<file path="src/rtl/vecTrapPkg.sv">
package vecTrapPkg;
  // strobes from control to datapath for one completed write
  typedef struct packed {
    logic push;     // a trapped write completed this cycle
    logic allowed;  // that write was forwarded to memory
    logic clear;    // configuration clear request
  } trapStrobes_t;
endpackage

</file>
<file path="src/rtl/vecTrapCtrl.sv">
module vecTrapCtrl
  import vecTrapPkg::*;
#(
  parameter int ADDR_W = 32,
  parameter int CNT_W = 8,
  parameter logic [ADDR_W-1:0] LOW_BASE = '0,
  parameter logic [ADDR_W-1:0] HIGH_BASE = 32'hFFFF_0000,
  parameter int DEF_LIMIT = 4
) (
  input  logic              clk,
  input  logic              rstN,
  input  logic              highVec,
  input  logic              cfgWe,
  input  logic [CNT_W-1:0]  cfgLimit,
  input  logic              cfgClrCnt,
  input  logic              cpuWrValid,
  input  logic [ADDR_W-1:0] cpuWrAddr,
  input  logic              memWrAck,
  output logic              cpuWrAck,
  output logic              memWrValid,
  output logic              trapPulse,
  output logic [CNT_W-1:0]  attemptCount,
  output trapStrobes_t      strobes
);
  localparam int TBL_BYTES = 32;
  localparam int OFS_W = $clog2(TBL_BYTES);
  localparam logic [CNT_W-1:0] CNT_MAX = {CNT_W{1'b1}};
  localparam logic [CNT_W-1:0] LIMIT_RST = CNT_W'(DEF_LIMIT);

  logic [CNT_W-1:0]  countQ;
  logic [CNT_W-1:0]  limitQ;
  logic [ADDR_W-1:0] tableBase;
  logic              tableHit;
  logic              allowNow;
  logic              blockNow;
  logic              doneNow;

  always_comb begin
    tableBase = highVec ? HIGH_BASE : LOW_BASE;
    tableHit  = cpuWrAddr[ADDR_W-1:OFS_W] == tableBase[ADDR_W-1:OFS_W];
    // the count before this write must be below the limit
    allowNow  = countQ < limitQ;
    blockNow  = cpuWrValid && tableHit && !allowNow;
    memWrValid = cpuWrValid && !blockNow;
    cpuWrAck   = cpuWrValid && (blockNow || memWrAck);
    doneNow    = cpuWrValid && cpuWrAck && tableHit;
    strobes.push    = doneNow;
    strobes.allowed = allowNow;
    strobes.clear   = cfgClrCnt;
  end

  always_ff @(posedge clk) begin
    if (!rstN) begin
      countQ    <= '0;
      limitQ    <= LIMIT_RST;
      trapPulse <= 1'b0;
    end else begin
      trapPulse <= doneNow;
      if (cfgWe) limitQ <= cfgLimit;
      if (cfgClrCnt) countQ <= '0;
      else if (doneNow && countQ != CNT_MAX) countQ <= countQ + 1'b1;
    end
  end

  assign attemptCount = countQ;
endmodule

</file>
<file path="src/rtl/vecTrapData.sv">
module vecTrapData
  import vecTrapPkg::*;
#(
  parameter int ADDR_W = 32,
  parameter int DATA_W = 32,
  parameter int LOG_DEPTH = 4
) (
  input  logic              clk,
  input  logic              rstN,
  input  trapStrobes_t      strobes,
  input  logic [ADDR_W-1:0] wrAddr,
  input  logic [DATA_W-1:0] wrData,
  input  logic              logPop,
  output logic              logValid,
  output logic [ADDR_W-1:0] logAddr,
  output logic [DATA_W-1:0] logData,
  output logic              logAllowed,
  output logic              logOverflow,
  output logic              refreshValid,
  output logic [2:0]        refreshIdx
);
  localparam int ENT_W = ADDR_W + DATA_W + 1;
  localparam int PTR_W = (LOG_DEPTH > 1) ? $clog2(LOG_DEPTH) : 1;
  localparam int FILL_W = $clog2(LOG_DEPTH + 1);
  localparam logic [PTR_W-1:0] LAST_PTR = PTR_W'(LOG_DEPTH - 1);
  localparam logic [FILL_W-1:0] FULL_FILL = FILL_W'(LOG_DEPTH);

  logic [ENT_W-1:0]  entryQ [LOG_DEPTH];
  logic [PTR_W-1:0]  headQ, tailQ;
  logic [FILL_W-1:0] fillQ;
  logic              isFull, popOk, pushOk, ovfSet;
  logic [ENT_W-1:0]  newEntry, headEntry;

  always_comb begin
    isFull   = fillQ == FULL_FILL;
    popOk    = logPop && fillQ != '0;
    pushOk   = strobes.push && (!isFull || popOk);
    ovfSet   = strobes.push && isFull && !popOk;
    newEntry = {wrAddr, wrData, strobes.allowed};
  end

  for (genvar e = 0; e < LOG_DEPTH; e++) begin : gEntry
    always_ff @(posedge clk) begin
      if (pushOk && tailQ == PTR_W'(e)) entryQ[e] <= newEntry;
    end
  end

  always_ff @(posedge clk) begin
    if (!rstN) begin
      headQ        <= '0;
      tailQ        <= '0;
      fillQ        <= '0;
      logOverflow  <= 1'b0;
      refreshValid <= 1'b0;
      refreshIdx   <= '0;
    end else begin
      if (pushOk) tailQ <= (tailQ == LAST_PTR) ? '0 : tailQ + 1'b1;
      if (popOk)  headQ <= (headQ == LAST_PTR) ? '0 : headQ + 1'b1;
      case ({pushOk, popOk})
        2'b10:   fillQ <= fillQ + 1'b1;
        2'b01:   fillQ <= fillQ - 1'b1;
        default: fillQ <= fillQ;
      endcase
      if (strobes.clear) logOverflow <= 1'b0;
      else if (ovfSet)   logOverflow <= 1'b1;
      refreshValid <= strobes.push && strobes.allowed;
      if (strobes.push && strobes.allowed) refreshIdx <= wrAddr[4:2];
    end
  end

  assign headEntry  = entryQ[headQ];
  assign logValid   = fillQ != '0;
  assign logAddr    = headEntry[ENT_W-1 -: ADDR_W];
  assign logData    = headEntry[DATA_W:1];
  assign logAllowed = headEntry[0];
endmodule

</file>
<file path="src/rtl/vecTrapTop.sv">
module vecTrapTop
  import vecTrapPkg::*;
#(
  parameter int ADDR_W = 32,
  parameter int DATA_W = 32,
  parameter int CNT_W = 8,
  parameter int LOG_DEPTH = 4,
  parameter int DEF_LIMIT = 4
) (
  input  logic              clk,
  input  logic              rstN,
  input  logic              highVec,
  input  logic              cfgWe,
  input  logic [CNT_W-1:0]  cfgLimit,
  input  logic              cfgClrCnt,
  input  logic              cpuWrValid,
  input  logic [ADDR_W-1:0] cpuWrAddr,
  input  logic [DATA_W-1:0] cpuWrData,
  output logic              cpuWrAck,
  output logic              memWrValid,
  output logic [ADDR_W-1:0] memWrAddr,
  output logic [DATA_W-1:0] memWrData,
  input  logic              memWrAck,
  output logic              trapPulse,
  output logic [CNT_W-1:0]  attemptCount,
  output logic              refreshValid,
  output logic [2:0]        refreshIdx,
  input  logic              logPop,
  output logic              logValid,
  output logic [ADDR_W-1:0] logAddr,
  output logic [DATA_W-1:0] logData,
  output logic              logAllowed,
  output logic              logOverflow
);
  trapStrobes_t strobes;

  vecTrapCtrl #(
    .ADDR_W(ADDR_W), .CNT_W(CNT_W), .DEF_LIMIT(DEF_LIMIT)
  ) uCtrl (
    .clk(clk), .rstN(rstN), .highVec(highVec), .cfgWe(cfgWe),
    .cfgLimit(cfgLimit), .cfgClrCnt(cfgClrCnt), .cpuWrValid(cpuWrValid),
    .cpuWrAddr(cpuWrAddr), .memWrAck(memWrAck), .cpuWrAck(cpuWrAck),
    .memWrValid(memWrValid), .trapPulse(trapPulse),
    .attemptCount(attemptCount), .strobes(strobes)
  );

  vecTrapData #(
    .ADDR_W(ADDR_W), .DATA_W(DATA_W), .LOG_DEPTH(LOG_DEPTH)
  ) uData (
    .clk(clk), .rstN(rstN), .strobes(strobes), .wrAddr(cpuWrAddr),
    .wrData(cpuWrData), .logPop(logPop), .logValid(logValid),
    .logAddr(logAddr), .logData(logData), .logAllowed(logAllowed),
    .logOverflow(logOverflow), .refreshValid(refreshValid),
    .refreshIdx(refreshIdx)
  );

  assign memWrAddr = cpuWrAddr;
  assign memWrData = cpuWrData;
endmodule

</file>
<file path="config.mk">
export PLATFORM = sky130hd
export DESIGN_NAME = vecTrapTop
export DESIGN_NICKNAME = d
export VERILOG_FILES = /design/src/rtl/vecTrapPkg.sv /design/src/rtl/vecTrapCtrl.sv /design/src/rtl/vecTrapData.sv /design/src/rtl/vecTrapTop.sv
export SDC_FILE = /design/constraint.sdc
export NUM_CORES = 1
export LEC_CHECK = 0
export ABC_AREA = 1
export BUFFER_PORTS_ARGS = -buffer_cell sky130_fd_sc_hd__buf_2
export CELL_PAD_IN_SITES_DETAIL_PLACEMENT = 1
export CELL_PAD_IN_SITES_GLOBAL_PLACEMENT = 1
export CORE_MARGIN = 5
export CORE_UTILIZATION = 42
export CTS_BUF_LIST = sky130_fd_sc_hd__clkbuf_4 sky130_fd_sc_hd__clkbuf_8
export CTS_CLUSTER_DIAMETER = 100
export CTS_CLUSTER_SIZE = 10
export DETAILED_ROUTE_END_ITERATION = 8
export PLACE_DENSITY = 0.77
export SETUP_SLACK_MARGIN = 0.05
export SLEW_MARGIN = 5
export SYNTH_ARGS = -nofsm -noshare
export SYNTH_HDL_FRONTEND = slang
export SYNTH_HIERARCHICAL = 1
export SYNTH_SLANG_ARGS = --single-unit
</file>
<file path="constraint.sdc">
create_clock -name clk -period 5.55 [get_ports clk]
set_clock_uncertainty 0.1 [all_clocks]
set_input_delay 0.8325 -clock clk [delete_from_list [all_inputs] [get_ports clk]]
set_output_delay 0.8325 -clock clk [all_outputs]
set_load 0.01 [all_outputs]
</file>
==> key figures, run 1 <==
Logic synthesis
  • Mapped Area: 12300 um2
  • Yosys cell types: 37
  • Seq/Total Area, Yosys: 68.6%
  • Cell taking the most area after synthesis: edfxtp_1
  • Most used DFF post-synth: edfxtp_1
  • Synth cell count leaders: edfxtp_1, nor2_1, o21ai_0
  • Post-synth EDFFs: 260
  • Synth top area share: 63.6%
  • Share of synthesized flip-flops with an asynchronous set or reset: 0%
  • Seq cells post-synth: 291
  • Ranking of synthesized cells by area: edfxtp_1, dfxtp_1, nor2_1
  • Synthesis warning total: 6
  • Mapped Cells: 967
  • Top-count cell post-synth: edfxtp_1
  • Post-synthesis average cell area: 12.7 um2
  • Syn nets: 1061

Cells and area
  • # nets final: 1219
  • Fillers: 3086
  • Final Non-Filler Cells: 1521
  • Synth-to-Final Area Change: 12.4%
  • Seq. cell area: 8430 um2
  • Multi-input logic area: 2900 um2
  • Layout cells sized above 1: 31.0%
  • Design Area, Final: 13800 um2

Placement
  • Dpl cell area: 13200 um2
  • IO Port Bufs: 225
  • Gp weighted congestion: 0.749
  • Inst Count DP: 1472
  • HPWL Detailed: 18900 um

Die
  • Num rows: 62
  • I/O pin total: 226
  • Core Region: 28800 um2
  • Die H: 181 um
  • Die X: 181 um
  • Starting Density: 42.7%
  • Die area: 32800 um2

Routing
  • TritonRoute pass-1 iters: 4
  • DRC violations left: 0
  • Via count: 7804
  • WL final: 29400 um
  • Post-route ant nets: 0
  • Vias per std cell: 5.13
  • Drt wl/cell: 19.3 um
  • Initial DRC count: 434

Critical path
  • Critical path's slowest cell: inv_6
  • WP data required: 4620 ps
  • Worst Path Arrival: 2960 ps
  • Critical Path Sink Type: primary output
  • Crit path buffers/inverters: 3
  • Critical path peak fanout: 87
  • Crit-path cells: inv_6 -> buf_4 -> nor2_1 -> o22ai_1 -> buf_2
  • Critical Path Max Stage Delay: 710 ps
  • Critical Path Start Type: flip-flop
  • WS Path Type: flip-flop to primary output
  • Cell family with most CP delay: buffers and inverters

Clock tree
  • H-tree Lvls: 2
  • Maximum buffer depth of the clock tree: 3
  • CTS clk-pin slew, worst paths: 80 ps
  • CTS Buf Count: 35
  • # clock sinks: 291
  • Clock Latency Late Sink: 510 ps
  • Hold-fix buffers, CTS: 0
  • # Post-CTS Setup Buffers: 0
  • CTS tree: done
  • Root Buffer: clkbuf_8
  • Resize count post-CTS: 0

STA
  • Worst Max-Slew Pin Slew: 929 ps
  • Setup TNS: 0 ps
  • RSZ-0062 raised after global routing: false
  • Max-slew headroom: 38.1%
  • Hold Vio Cnt, Final: 0
  • Slew Viols, Final: 0
  • Final setup viols: 0
  • Max Clock Freq: 257 MHz
  • Final period utilization: 70.1%
  • Tmin final: 3890 ps

Pwr
  • Leakage: 0.00508 uW
  • Total Power: 5370 uW
  • Peak VDD IR: 0.220 mV
  • Power density over the cells: 388 nW/um2

Min path
  • Min-Delay Path Class: flip-flop to flip-flop

Global route
  • Vias in the first global route: 8348
  • Total GRT Usage: 17.4%
  • First-pass GRT wire length: 45800 um
  • Grt total ovfl: 0
  • Pin count of the biggest net entering global routing: 93
  • Initial antenna violation count: 0

Job
  • Max Cap Viol: 0

Run status
  • Outcome: finished, final reports clean
-- sequential cells by signal, indices dropped and copies added, names as in the netlist, named ones only --
name and count:
uData/tailQ 2, uCtrl/attemptCount 8, uCtrl/limitQ 8, uData/logOverflow 1, uData/refreshIdx 3, uData/entryQ 260
uData/headQ 2, uData/fillQ 3, uData/refreshValid 1, uCtrl/trapPulse 1
-- cells in the final DEF (no fill, tap or decap), types with 2 or more instances in the layout --
cell,instances
o22ai_1,45
o21ai_0,106
nand2_2,5
nand2_1,52
o21ai_2,5
edfxtp_1,260
nor2_4,25
buf_12,4
clkbuf_8,35
buf_2,225
clkbuf_4,11
inv_2,5
nand3_2,3
nand3_1,10
o22ai_2,20
buf_4,5
o21ai_1,38
nor2_1,160
ha_1,13
inv_6,2
xor2_1,2
nand4_1,6
dfxtp_1,29
a21oi_1,17
inv_1,38
nor2_2,2
-- worst paths after layout --
path,startpoint,endpoint,slack (ps),depth (start not counted)
max reg2reg,uCtrl/attemptCount[7]$_SDFFE_PP0P_,uData/entryQ[0][4]$_DFFE_PP_,2150,12
max,flip-flop,logAddr[30],1660,5
min,uCtrl/limitQ[5]$_SDFFE_PN0P_,uCtrl/limitQ[5]$_SDFFE_PN0P_,370,2
min reg2reg,uCtrl/limitQ[5]$_SDFFE_PN0P_,uCtrl/limitQ[5]$_SDFFE_PN0P_,370,2
-- power breakdown --
| part | switching, uW | total [uW] | internal [uW] |
|---|---|---|---|
| combinational | 1020 | 1550 | 523 |
| clock | 704 | 1360 | 653 |
| sequential | 53.9 | 2460 | 2410 |
-- per-layer routing --
metal,GRT usage (%),up-vias,part of all wire [%]
li1,-,3695,-
met5,0,-,0
met3,4.14,36,5.3
met2,31.4,172,51
met4,3.60,0,1.4
met1,21.4,3901,42
-- final cells by class --
class / instances / share of cell area (%)
Clock inverter: 2 / 0.118
Clock buffer: 46 / 4.09
Inverter: 44 / 1.23
Antenna cell: 1 / 0.0181
Tap cell: 384 / 3.48
Multi-Input combinational cell: 519 / 21.0
Sequential cell: 291 / 61.1
Timing Repair Buffer: 234 / 9.01
-- stage by stage --
step	worst slack [ps]	util (%)	hold slack (ps)
after CTS	1570	48.0	376
after detailed placement	1540	46.0	364
final	1660	48.0	372
after floorplan	300	-	337
after global placement	1670	46.0	357
after global routing	1450	48.0	387
-- kinds of logic after synthesis --
family / count (synthesis) / synth area share, %
DFF: 291 / 68.6
and+or+nand+nor: 266 / 10.0
AOI/OAI and AO/OA: 236 / 11.6
buffers and inverters: 157 / 8.04
adders and majority gates: 14 / 1.49
xor gates and xnor gates: 3 / 0.214
-- worst register-to-register path: cells and delay by family, from the launching register on --
| family | cells | cell delay, ps |
|---|---|---|
| AND/OR/NAND/NOR | 9 | 1710 |
| adder cells (fa/ha/maj) | 1 | 340 |
| flip-flops | 1 | 400 |
| buffers and inverters | 2 | 500 |
(Power assumes the default switching activity.)
==> inputs of run 2 (changes only) <==
- clock period: 5.55 -> 3.3 ns (I/O delays scaled with it)
==> key figures, run 2 (synthesis results as in run 1) <==
Run status
  • Outcome: finished, final reports clean

Clock tree
  • CTS tree: done
  • Clock Latency Late Sink: 520 ps
  • Maximum buffer depth of the clock tree: 3
  • CTS Buf Count: 35
  • Resize count post-CTS: 0
  • # clock sinks: 291
  • Root Buffer: clkbuf_8
  • H-tree Lvls: 2
  • Hold-fix buffers, CTS: 0
  • CTS clk-pin slew, worst paths: 80 ps
  • # Post-CTS Setup Buffers: 0

STA
  • Slew Viols, Final: 0
  • Worst Max-Slew Pin Slew: 571 ps
  • Final period utilization: 84.2%
  • Final setup viols: 0
  • Hold Vio Cnt, Final: 0
  • Fin Hold WS: 62.8 ps
  • RSZ-0062 raised after global routing: false
  • Max-slew headroom: 61.9%
  • Max Clock Freq: 360 MHz
  • Tmin final: 2780 ps

Critical path
  • Critical Path Max Stage Delay: 370 ps
  • Worst Path Arrival: 2180 ps
  • WP data required: 2700 ps
  • Crit-path cells: inv_6 -> buf_4 -> nor2_1 -> o22ai_1 -> buf_2
  • WS Path Type: flip-flop to primary output
  • Critical Path Sink Type: primary output
  • Crit path buffers/inverters: 3
  • Critical path peak fanout: 49
  • Critical path's slowest cell: dfxtp_4
  • Critical Path Start Type: flip-flop
  • Worst reg2reg startpoint: uCtrl/attemptCount[2]$_SDFFE_PP0P_
  • Cell family with most CP delay: buffers and inverters

Cells and area
  • Leading cell types in the layout, fill and taps excluded: edfxtp_1, buf_2, nor2_1, o21ai_0, nand2_1
  • Post-layout util: 48.6%
  • Reg with most FFs: uData/entryQ
  • Antenna cell count: 0
  • Layout cells sized above 1: 31.6%
  • Synth-to-Final Area Change: 13.7%
  • Most common cell after layout, fill and taps aside: edfxtp_1
  • # nets final: 1228
  • Largest register FFs: 260

Routing
  • Drt wl/cell: 19.1 um
  • Met1 wire length: 12000 um
  • Vias per std cell: 5.11
  • Post-route ant nets: 0
  • Wire length on met3: 1760 um
  • TritonRoute pass-1 iters: 4
  • WL final: 29300 um
  • Routed wl met2: 14700 um
  • Highest Signal Layer: met5
  • Initial DRC count: 434
  • DRC violations left: 0
  • Via count: 7816

Placement
  • IO Port Bufs: 225
  • HPWL Detailed: 18900 um
  • Gp weighted congestion: 0.783

Global route
  • Pin count of the biggest net entering global routing: 131
  • Grt total ovfl: 0
  • Total GRT Usage: 17.5%
  • Initial antenna violation count: 1
  • First-pass GRT wire length: 45900 um
  • Vias in the first global route: 8387

Die
  • I/O pin total: 226
  • Die area: 32800 um2
  • Starting Density: 42.7%
  • Core Region: 28800 um2
  • Die X: 181 um
  • Num rows: 62
  • Die H: 181 um

Min path
  • Min-delay src: cfgClrCnt
  • Min-Delay Path Class: input port to flip-flop

Pwr
  • Leakage: 0.00516 uW
  • Peak VDD IR: 0.352 mV
  • Power density over the cells: 655 nW/um2

Job
  • Max Cap Viol: 0
## run 2: stage by stage
stage	power, uW	instance area (um2)	worst slack, ps	cells	TNS, ps
floorplan	5980	12300	-554	967	-144040
global placement	6870	13400	404	1481	0
detailed placement	6950	13400	441	1481	0
CTS	9290	14000	476	1531	0
global route	9690	14000	351	1531	0
finish	9150	14000	521	1531	0
## run 2: layout make-up
type | instances | area (um2)
Sequential cell | 291 | 8430
Clock inverter | 3 | 25.0
Multi-Input combinational cell | 519 | 2900
Tap cell | 384 | 480
Timing Repair Buffer | 243 | 1390
Inverter | 44 | 170
Fill cell | 3033 | 14800
Clock buffer | 47 | 578
## run 2: final timing paths
check / slack [ps] / end / cells after the start
setup / recovery: 520 / logAddr[18] / 5
hold / removal: 60 / uData/logOverflow$_SDFFE_PP0P_ / 2
setup reg to reg: 560 / uData/fillQ[2]$_SDFFE_PN0P_ / 17
hold reg to reg: 380 / uCtrl/limitQ[4]$_SDFFE_PN0P_ / 2
## run 2: power by group
group | switching (uW) | internal [uW] | leakage (uW) | total (uW)
sequential | 73.5 | 4050 | 0.00258 | 4120
combinational | 1760 | 943 | 0.00226 | 2700
clock | 1200 | 1130 | 0.000319 | 2330
total | 3030 | 6120 | 0.00516 | 9150
## run 2: per-layer routing
metal  vias to the layer above  GRT usage, %
met5                         -             0
met4                         2          5.34
met3                        59          4.30
met2                       215          31.1
met1                      3830          20.9
li1                       3710             -
